$ cat src/rtl/exu_pkg.sv
package exu_pkg;
  typedef enum logic [4:0] {
    OP_ADD   = 5'd0,
    OP_ADDU  = 5'd1,
    OP_ADDI  = 5'd2,
    OP_ADDIU = 5'd3,
    OP_AND   = 5'd4,
    OP_OR    = 5'd5,
    OP_ANDI  = 5'd6,
    OP_ORI   = 5'd7,
    OP_SLT   = 5'd8,
    OP_SLTU  = 5'd9,
    OP_SLTI  = 5'd10,
    OP_SLTIU = 5'd11,
    OP_SLL   = 5'd12,
    OP_SRL   = 5'd13,
    OP_SRA   = 5'd14,
    OP_SLLV  = 5'd15,
    OP_SRLV  = 5'd16,
    OP_LUI   = 5'd17
  } exu_op_e;

  localparam int OP_W = 5;
endpackage

$ cat src/rtl/exu_operand_sel.sv
module exu_operand_sel
  import exu_pkg::*;
#(
  parameter int DW = 32,
  parameter int IW = 16
) (
  input  exu_op_e         op,
  input  logic [DW-1:0]   opb,
  input  logic [IW-1:0]   imm,
  output logic [DW-1:0]   opnd_b
);
  localparam int EXT_W = DW - IW;

  logic [DW-1:0] imm_sx;
  logic [DW-1:0] imm_zx;

  assign imm_sx = {{EXT_W{imm[IW-1]}}, imm};
  assign imm_zx = {{EXT_W{1'b0}}, imm};

  always_comb begin
    unique case (op)
      OP_ADDI, OP_ADDIU, OP_SLTI, OP_SLTIU: opnd_b = imm_sx;
      OP_ANDI, OP_ORI:                      opnd_b = imm_zx;
      default:                              opnd_b = opb;
    endcase
  end
endmodule

$ cat src/rtl/exu_adder.sv
module exu_adder #(
  parameter int DW = 32
) (
  input  logic [DW-1:0] a,
  input  logic [DW-1:0] b,
  output logic [DW-1:0] sum,
  output logic          sgn_ovf,
  output logic          lt_s,
  output logic          lt_u
);
  localparam int MSB = DW - 1;

  assign sum     = a + b;
  assign sgn_ovf = (a[MSB] == b[MSB]) && (sum[MSB] != a[MSB]);
  assign lt_u    = a < b;
  assign lt_s    = (a[MSB] != b[MSB]) ? a[MSB] : lt_u;
endmodule

$ cat src/rtl/exu_shifter.sv
module exu_shifter #(
  parameter int DW = 32,
  parameter int SW = $clog2(DW)
) (
  input  logic [DW-1:0] val,
  input  logic [SW-1:0] amt,
  input  logic          go_left,
  input  logic          arith,
  output logic [DW-1:0] res
);
  logic [DW-1:0] stg [0:SW];
  logic [DW-1:0] val_in;
  logic          fill;

  always_comb begin
    for (int k = 0; k < DW; k++) begin
      val_in[k] = go_left ? val[DW-1-k] : val[k];
    end
  end

  assign fill   = arith & ~go_left & val[DW-1];
  assign stg[0] = val_in;

  for (genvar i = 0; i < SW; i++) begin : g_stage
    localparam int STEP = 1 << i;
    assign stg[i+1] = amt[i] ? {{STEP{fill}}, stg[i][DW-1:STEP]} : stg[i];
  end

  always_comb begin
    for (int k = 0; k < DW; k++) begin
      res[k] = go_left ? stg[SW][DW-1-k] : stg[SW][k];
    end
  end
endmodule

$ cat src/rtl/exu_alu.sv
module exu_alu
  import exu_pkg::*;
#(
  parameter int DW = 32,
  parameter int IW = 16,
  parameter int SW = $clog2(DW)
) (
  input  logic                 clk,
  input  logic                 rst,
  input  logic [OP_W-1:0]      op_sel,
  input  logic [DW-1:0]        opa,
  input  logic [DW-1:0]        opb,
  input  logic [IW-1:0]        imm,
  input  logic [SW-1:0]        shamt,
  output logic [DW-1:0]        res_q,
  output logic                 ovf_q
);
  localparam int LOW_W = DW - IW;

  exu_op_e       op;
  logic [DW-1:0] opnd_b;
  logic [DW-1:0] sum;
  logic          sgn_ovf;
  logic          lt_s;
  logic          lt_u;
  logic [SW-1:0] sh_amt;
  logic          sh_left;
  logic          sh_arith;
  logic [DW-1:0] sh_res;
  logic [DW-1:0] res_nxt;
  logic          ovf_nxt;

  assign op = exu_op_e'(op_sel);

  exu_operand_sel #(.DW(DW), .IW(IW)) u_opsel (
    .op     (op),
    .opb    (opb),
    .imm    (imm),
    .opnd_b (opnd_b)
  );

  exu_adder #(.DW(DW)) u_add (
    .a       (opa),
    .b       (opnd_b),
    .sum     (sum),
    .sgn_ovf (sgn_ovf),
    .lt_s    (lt_s),
    .lt_u    (lt_u)
  );

  assign sh_amt   = (op == OP_SLLV || op == OP_SRLV) ? opa[SW-1:0] : shamt;
  assign sh_left  = (op == OP_SLL || op == OP_SLLV);
  assign sh_arith = (op == OP_SRA);

  exu_shifter #(.DW(DW), .SW(SW)) u_shf (
    .val     (opb),
    .amt     (sh_amt),
    .go_left (sh_left),
    .arith   (sh_arith),
    .res     (sh_res)
  );

  always_comb begin
    ovf_nxt = 1'b0;
    unique case (op)
      OP_ADD, OP_ADDI: begin
        res_nxt = sum;
        ovf_nxt = sgn_ovf;
      end
      OP_ADDU, OP_ADDIU:        res_nxt = sum;
      OP_AND, OP_ANDI:          res_nxt = opa & opnd_b;
      OP_OR, OP_ORI:            res_nxt = opa | opnd_b;
      OP_SLT, OP_SLTI:          res_nxt = {{(DW-1){1'b0}}, lt_s};
      OP_SLTU, OP_SLTIU:        res_nxt = {{(DW-1){1'b0}}, lt_u};
      OP_SLL, OP_SRL, OP_SRA,
      OP_SLLV, OP_SRLV:         res_nxt = sh_res;
      OP_LUI:                   res_nxt = {imm, {LOW_W{1'b0}}};
      default:                  res_nxt = '0;
    endcase
  end

  always_ff @(posedge clk) begin
    if (rst) begin
      res_q <= '0;
      ovf_q <= 1'b0;
    end else begin
      res_q <= res_nxt;
      ovf_q <= ovf_nxt;
    end
  end
endmodule

$ cat config.mk
export PLATFORM = sky130hd
export DESIGN_NAME = exu_alu
export DESIGN_NICKNAME = d
export VERILOG_FILES = /design/src/rtl/exu_pkg.sv /design/src/rtl/exu_operand_sel.sv /design/src/rtl/exu_adder.sv /design/src/rtl/exu_shifter.sv /design/src/rtl/exu_alu.sv
export SDC_FILE = /design/constraint.sdc
export NUM_CORES = 1
export LEC_CHECK = 0
export BUFFER_PORTS_ARGS = -buffer_cell sky130_fd_sc_hd__buf_2
export CAP_MARGIN = 10
export CORE_UTILIZATION = 50
export DETAILED_ROUTE_END_ITERATION = 12
export HOLD_SLACK_MARGIN = 0.06
export PLACE_DENSITY = 0.76
export SYNTH_ARGS = -nofsm -noshare
export SYNTH_HDL_FRONTEND = slang
export SYNTH_SLANG_ARGS = --single-unit
$ cat constraint.sdc
create_clock -name clk -period 11.41 [get_ports clk]
set_input_delay 0.5705 -clock clk [delete_from_list [all_inputs] [get_ports clk]]
set_output_delay 0.5705 -clock clk [all_outputs]
set_load 0.02 [all_outputs]
=== Yosys cells after proc, flatten, opt, wreduce, memory -nomap -nowiden ===
Index checks and enable logic that the tools add are counted.
Widths: inputs -> output; s select.

* Reduce and logical (&&, ||, !) cells: 14
* Bitwise gates (word level): 6
* Muxes and demuxes: 73
* Equality and inequality tests: 20
* Magnitude comparators: 1
* $add $sub $neg: 1

{| class="wikitable"
|+ Operators with widths
! kind !! count
|-
| $pmux 32 s7 || 1
|-
| $mux 32 || 5
|-
| $mux 1 || 65
|-
| $pmux 32 s2 || 1
|-
| $eq 5x4->1 const B || 8
|-
| $add 32x32->32 || 1
|-
| $and 32x32->32 || 1
|-
| $lt 32x32->1 || 1
|-
| $or 32x32->32 || 1
|-
| $eq 5x3->1 const B || 4
|-
| $reduce_or 2->1 || 7
|-
| $eq 5x2->1 const B || 2
|-
| $eq 5x5->1 const B || 2
|-
| $reduce_or 4->1 || 2
|-
| $eq 5x1->1 const B || 1
|-
| $logic_not 5->1 || 1
|-
| $mux 5 || 1
|-
| $reduce_or 5->1 || 1
|-
| $and 1x1->1 || 2
|-
| $logic_or 1x1->1 || 2
|-
| $ne 1x1->1 || 2
|-
| $not 1->1 || 2
|-
| $eq 1x1->1 || 1
|-
| $logic_and 1x1->1 || 1
|}

* Flip-flop bits (word level): 33

=== Logic depth before layout (Yosys ltp) ===
Gate-level depths: netlist of the first run.

* Word-level depth: 12
* Gate-level depth with buffers: 19
* Mapped depth without buffers: 16

=== Hierarchy ===
Synthesis of the first run repeated with hierarchy kept, for this count alone.

* Cell total of the unflattened synthesis: 1,162
* Area total of the unflattened synthesis: 8,789.7 sq um

{| class="wikitable"
|+ By module, submodules not included
! module !! cells each !! times used !! area an instance (sq um) !! seq. area each (sq um)
|-
| exu_shifter || 482 || 1 || 3,723.6 || 0.0
|-
| exu_adder || 369 || 1 || 2,626.3 || 0.0
|-
| exu_alu || 271 || 1 || 1,998.2 || 660.6
|-
| exu_operand_sel || 40 || 1 || 441.7 || 0.0
|}

=== Worst setup path before layout of the first run ===
No wires, ideal clock.

* Kind: in2reg
* Start point: input op_sel[3]
* End point: register res_q[28]
* Arrival: 3,979 ps
* Path buffers: 4
* Path slack: 7,311 ps
* Stages on the path: 18
* Path through: clkbuf_1 nand2_1 and3b_1 clkbuf_1 clkbuf_1 nand2_1 nand2_1 inv_1 ha_1 clkbuf_1 a2111oi_0 a221oi_1 a31oi_1 a31oi_1 a2111oi_0 mux2i_1 a41o_1 o21ai_0

* Word-level cells in the longest chain between the ends: 12
* Elaborated cells between the ends (all ways): 72
* Those cells by class: add/sub: 1; eq/ne: 17; mux: 38; bitwise: 5; reduce/logical: 11

{| class="wikitable"
|+ RTL lines
! element !! line !! source
|-
| start, declared || exu_alu.sv:10 || <nowiki>input logic [OP_W-1:0] op_sel,</nowiki>
|-
| branches (longest 11 deep; another with $add 32x32->32) || n/a ||
|-
| $pmux 32 s7 (*) || exu_alu.sv:65 || <nowiki>unique case (op)</nowiki>
|-
| end signal, assigned || exu_alu.sv:87 || <nowiki>res_q <= res_nxt;</nowiki>
|-
| end, declared || exu_alu.sv:15 || <nowiki>output logic [DW-1:0] res_q,</nowiki>
|}

Every way passes the cells marked *.
A chain may end at the register's enable or synchronous reset.

=== Worst setup path in the final report of the first run ===
Same ends and word-level chain as after synthesis.

==> results of run 1 <==
[kinds of logic after synthesis]
logic type | synth area share, %
AOI/OAI and AO/OA | 37.2
adders and majority gates | 14.6
buffers and inverters | 8.53
xor gates and xnor gates | 2.08
DFF | 7.83
muxes | 6.93
and+or+nand+nor | 22.8
[sequential cells by signal, indices dropped and copies added, names as in the netlist]
register	flops
res_q	32
ovf_q	1
[where the power goes]
| group | switching (W) | leakage [nW] | internal, W |
|---|---|---|---|
| logic | 0.000331 | 3.78 | 0.000166 |
| clock network | 0.0000518 | 0.0700 | 0.0000856 |
| registers | 0.00000213 | 0.268 | 0.000121 |
| total | 0.000385 | 4.12 | 0.000372 |
[synthesized netlist by cell type, drive strengths merged (16+ instances only)]
cell type,instances
nand2,131
mux2i,31
dfxtp,33
a31oi,20
inv,88
o21a,20
ha,97
mux2,16
nor3,32
clkbuf,66
o22ai,17
buf,28
nand2b,16
o221ai,18
a211oi,22
o211ai,16
nand3,47
a22oi,27
o21ai,116
a221oi,17
a21oi,98
nor2,106
[worst paths after layout]
kind,endpoint,slack (ns),cells after the start
hold / removal,ovf_q$_SDFF_PP0_,0.58,3
setup / recovery,res_q[28]$_SDFF_PP0_,6.64,17
[through the flow]
stage          util, %  worst slack [ns]  total power (W)
2_1_floorplan        -              7.31         0.000446
3_3_place_gp      55.0              6.73         0.000596
3_5_place_dp      55.0              6.56         0.000597
4_1_cts           55.9              6.82         0.000730
5_1_grt           55.9              6.49         0.000791
6_report          55.9              6.64         0.000758
[metal layers]
| layer | track usage (%) | vias to the layer above |
|---|---|---|
| li1 | - | 4806 |
| met1 | 59.1 | 4957 |
| met2 | 58.8 | 962 |
| met3 | 10.5 | 143 |
| met4 | 16.0 | 0 |
| met5 | 0 | - |
[area by class of cell]
type / instances / area [µm²] / share of cell area (%)
multi-input combinational: 1049 / 7080 / 76.6
timing repair buffer: 141 / 748 / 8.10
sequential: 33 / 661 / 7.15
inverter: 88 / 330 / 3.58
tap: 220 / 275 / 2.98
clock buffer: 7 / 143 / 1.54
==> results.md, run 1 <==
- CTS max path bufs: 2
- Chip Width: 132 µm
- Tmin final: 4.77 ns
- Die area: 17,400 µm²
- Final Hold Fails: 0
- Crit-path max cell delay: 0.63 ns
- CP Data Arrival Time: 4.94 ns
- Post-CTS Hold Buffers: 0
- Number of synthesized flops with an enable pin: 0
- Layout area overhead: 9.52%
- H-tree depth: 2
- Area contributors post-synth: ha_1 14%, dfxtp_1 7.8%, o21ai_0 6.7%
- # diodes: 0
- Yosys warns: 0
- Hpwl dp: 29.0 mm
- Class of the worst hold path: primary input to flip-flop
- Final WL: 37.3 mm
- Resize count post-CTS: 0
- FFs w/ async S/R, synth: 0%
- Met3 wire length: 5.44 mm
- DRT iter0 DRCs: 2,273
- Worst-path clk slew: 0.06 ns
- Cell mode on critical path: nand2_1
- Post-Synthesis Mean Instance Area: 6.67 µm²
- Critical-path cell list: buf_2 -> nand2_1 -> nand3b_1 -> nand2_1 -> nand2_1 -> ha_1 -> inv_1 -> fa_1 -> nor2b_1 -> o31ai_1 -> a221oi_1 -> a31oi_1 -> a31oi_1 -> a2111oi_0 -> mux2i_1 -> a41o_1 -> o21ai_0
- Global route overflow: 0
- Met2 WL: 14.7 mm
- Commonest non-fill, non-tap cell in the layout: nand2_1
- Root buffer cell: clkbuf_16
- CP max-delay cell: a2111oi_0
- Drt drc: 0
- Outcome: complete, no violations
- Number of global-route vias before repair: 9,264
- Boundary Pins: 125
- Mapped Area: 8430 µm²
- Net Count, Synth: 1,454
- Yosys top cell area share: 14.4%
- Maximum number of pins on one net before global-route repair: 41
- CTS tree: yes
- Cell area after layout: 9240 µm²
- Cell variety after synth: 75
- DRT Pass-1 Iters: 7
- Num Clock Sinks: 33
- CP Class: primary input to flip-flop
- Worst Setup Start Kind: primary input
- Tcrit/Tclk final: 41.8%
- # setup viols final: 0
- Layout cells sized above 1: 14.2%
- Wire per inst: 24.3 µm
- RD Place Congestion: 1.04
- Row Count: 47
- Pwr per Cell Area: 82.0 nW/µm²
- Setup TNS: 0 ns
- Worst vdd ir: 0.0000517 V
- Crit end category: flip-flop
- Top cell family by delay on the critical path: compound AO/OA/AOI/OAI gates
- CP required: 11.58 ns
- Drt via density: 7.07
- Num CTS Buffers: 5
- Fillers: 1,647
- Worst Hold Launch: rst
- Max-Cap Viols: 0
- Instance count of the mapped netlist: 1,264
- Postcts setup bufs: 0
- Placed insts: 1,531
- Initial antenna violation count: 0
- Placed cell areas: 9090 µm²
- Nets@finish: 1,508
- Area leader, netlist: ha_1
- # port buffers: 124
- Highest metal used: met4
- Flops & latches, synth: 33
- Buffers & Inverters on Critical Path: 2
- Vert. Die Dim: 132 µm
- Max Fclk: 210 MHz
- M1 WL: 15.2 mm
- Commonest register cell after synthesis: dfxtp_1
- Max Fanout on Critical Path: 17
- CORE AREA: 16,500 µm²
- Most frequent cells in the layout: 131 x nand2_1, 124 x buf_2, 113 x o21ai_0
- Static Leakage: 4.12 nW
- First-pass GRT wire length: 56.1 mm
- Final Non-Filler Cells: 1,538
- Pins Over Slew Limit: 0
- Antenna violation net count after detailed routing: 0
- GRT Total Usage: 41.4%
- Worst Setup SP: op_sel[3]
- Slew HR: 18.8%
- RSZ-0062 raised after global routing: no
- Vias after detailed routing: 10,900
- Slew @ Worst Pin: 1.22 ns
- Hold Slack: 0.585 ns
- Post-synthesis sequential area ratio: 7.83%
- Initial Utilization: 51.0%
Note: power is estimated with default switching activity, not from simulation.
==> run 2: changes to the inputs <==
==> constraint.sdc (replaced) <==
create_clock -name clk -period 4.7 [get_ports clk]
set_input_delay 0.235 -clock clk [delete_from_list [all_inputs] [get_ports clk]]
set_output_delay 0.235 -clock clk [all_outputs]
set_load 0.02 [all_outputs]
==> run 2 against run 1 <==
Utilization increased by 0.89 points. Sequential power up 140%. Global-route usage decreased by 1.1 points. Largest cell class unchanged. Via count down 0.70%. Sequential cell count unchanged. Wire length is 2.2% lower. Hold slack worse by 0.34 ns. Setup slack got worse by 6.3 ns. Largest power group unchanged. Total power increased by 140%. Critical path depth fell by 1. Clock-buffer cell count shrank 1.
==> results.md, run 2 (synthesized netlist as in run 1, its figures left out) <==
- Worst Setup Start Kind: primary input (unchanged)
- Vert. Die Dim: 132 µm (unchanged)
- CTS tree: yes (unchanged)
- Pwr per Cell Area: 196 nW/µm² (was 82.0 nW/µm²)
- Global route overflow: 0 (unchanged)
- Post-CTS Hold Buffers: 0 (unchanged)
- Pins Over Slew Limit: 0 (unchanged)
- Register with the most flip-flops: res_q (unchanged)
- CP Class: primary input to flip-flop (unchanged)
- Class of the worst hold path: primary input to flip-flop (unchanged)
- Int Pwr: 0.000908 W (was 0.000372 W)
- Sequential group share of total power: 16.2% (was 16.3%)
- Nets@finish: 1,529 (was 1,508)
- Worst vdd ir: 0.000162 V (was 0.0000517 V)
- Maximum number of pins on one net before global-route repair: 43 (was 41)
- Cell area after layout: 9390 µm² (was 9240 µm²)
- Layout cells sized above 1: 15.6% (was 14.2%)
- Resize count post-CTS: 0 (unchanged)
- Num CTS Buffers: 5 (unchanged)
- CORE AREA: 16,500 µm² (unchanged)
- First-pass GRT wire length: 54.9 mm (was 56.1 mm)
- Setup TNS: 0 ns (unchanged)
- Tcrit/Tclk final: 92.4%
- Num Clock Sinks: 33 (unchanged)
- # port buffers: 124 (unchanged)
- Static Leakage: 4.22 nW (was 4.12 nW)
- Fillers: 1,607 (was 1,647)
- # setup viols final: 0 (unchanged)
- Antenna violation net count after detailed routing: 0 (unchanged)
- Final Non-Filler Cells: 1,560 (was 1,538)
- Crit end category: flip-flop (unchanged)
- Max Fclk: 230 MHz
- Worst-path clk slew: 0.07 ns (was 0.06 ns)
- Outcome: complete, no violations (unchanged)
- Root buffer cell: clkbuf_16 (unchanged)
- Switching part of the total: 50.7% (was 50.9%)
- Drt drc: 0 (unchanged)
- Max Fanout on Critical Path: 18 (was 17)
- Hold Crit Depth: 3 (unchanged)
- Tmin final: 4.34 ns
- Max-Cap Viols: 0 (unchanged)
- Slew HR: 29.9% (was 18.8%)
- DRT Pass-1 Iters: 7 (unchanged)
- Most frequent cells in the layout: 131 x nand2_1, 124 x buf_2, 113 x o21ai_0 (unchanged)
- Number of global-route vias before repair: 9,296 (was 9,264)
- Die area: 17,400 µm² (unchanged)
- Vias after detailed routing: 10,800 (was 10,900)
- Postcts setup bufs: 0 (unchanged)
- Placed cell areas: 9250 µm² (was 9090 µm²)
- Boundary Pins: 125 (unchanged)
- Comb pwr share: 66.2% (was 65.6%)
- Initial Utilization: 51.0% (unchanged)
- H-tree depth: 2 (unchanged)
- Drt via density: 6.92 (was 7.07)
- RSZ-0062 raised after global routing: no (unchanged)
- Commonest non-fill, non-tap cell in the layout: nand2_1 (unchanged)
- Max reg flops: 32 (unchanged)
- P_sw: 0.000935 W (was 0.000385 W)
- Wire per inst: 23.4 µm (was 24.3 µm)
- Row Count: 47 (unchanged)
- CP required: 4.83 ns (was 11.58 ns)
- Largest registers: res_q (32), ovf_q (1) (unchanged)
- Slew @ Worst Pin: 1.05 ns (was 1.22 ns)
- Final WL: 36.5 mm (was 37.3 mm)
- DRT iter0 DRCs: 1,837 (was 2,273)
- Placed insts: 1,552 (was 1,531)
- CTS max path bufs: 2 (unchanged)
- GRT Total Usage: 40.3% (was 41.4%)
- Final Hold Fails: 0 (unchanged)
- Clock power frac: 17.7% (was 18.1%)
- RD Place Congestion: 1.04 (about the same)
- # diodes: 0 (unchanged)
- Initial antenna violation count: 0 (unchanged)
- Chip Width: 132 µm (unchanged)
- Hpwl dp: 28.8 mm (was 29.0 mm)
- CP Data Arrival Time: 4.48 ns (was 4.94 ns)
- Layout area overhead: 11.3% (was 9.52%)
==> run 2: changes by cell type in the layout (fill, tap and decap cells not counted), sizes merged <==
cell / previous run / this run
buf: 141 / 162
clkbuf: 7 / 6
clkinv: 0 / 2
==> run 2: through the flow <==
step / setup WS [ns] / power (W) / utilization [%] / hold WS [ns]
2_1_floorplan: 0.936 / 0.00108 / - / 0.391
3_3_place_gp: 0.457 / 0.00146 / 56.0 / 0.515
3_5_place_dp: 0.329 / 0.00146 / 56.0 / 0.540
4_1_cts: 0.620 / 0.00178 / 56.8 / 0.245
5_1_grt: 0.0998 / 0.00193 / 56.8 / 0.250
6_report: 0.358 / 0.00184 / 56.8 / 0.242
==> run 2: cell type report <==
class	instances	area (µm²)	area share [%]
multi-input combinational	1049	7070	75.4
timing repair buffer	162	906	9.65
sequential	33	661	7.04
inverter	88	330	3.52
tap	220	275	2.93
clock buffer	6	129	1.37
clock inverter	2	10.0	0.107
==> run 2: worst paths after layout <==
check / start / to / slack [ns]
setup / recovery: op_sel[3] / res_q[20]$_SDFF_PP0_ / 0.36
hold / removal: rst / ovf_q$_SDFF_PP0_ / 0.24
==> run 2: power groups by stage <==
stage,clock network [W],registers [W],logic [W]
final,0.000325,0.000298,0.00122
after global routing,0.000334,0.000299,0.00129
after CTS,0.000319,0.000298,0.00116
after detailed placement,0,0.000305,0.00116
after global placement,0,0.000304,0.00115
after floorplan,0,0.000322,0.000762
==> run 2: routing by layer <==
metal,vias to the layer above,track usage (%),wire length (µm),share of wire (%)
met5,-,0,0,0
met4,0,17.9,2010,5.5
met3,142,8.77,4970,14
met2,865,58.5,14600,40
met1,4936,56.7,14900,41
li1,4849,-,-,-
==> run 2: critical path, cell delays in order <==
cell and delay (ns):
buf_2 0.19, nand2_1 0.12, and3b_1 0.58, nand2_1 0.13, nand2_1 0.11, inv_1 0.07, ha_1 0.38, a2111oi_0 0.58
a221oi_1 0.15, buf_4 0.19, a21oi_1 0.35, o21ai_0 0.26, o211ai_1 0.23, a211oi_1 0.13, o21ai_0 0.57, o31ai_1 0.19
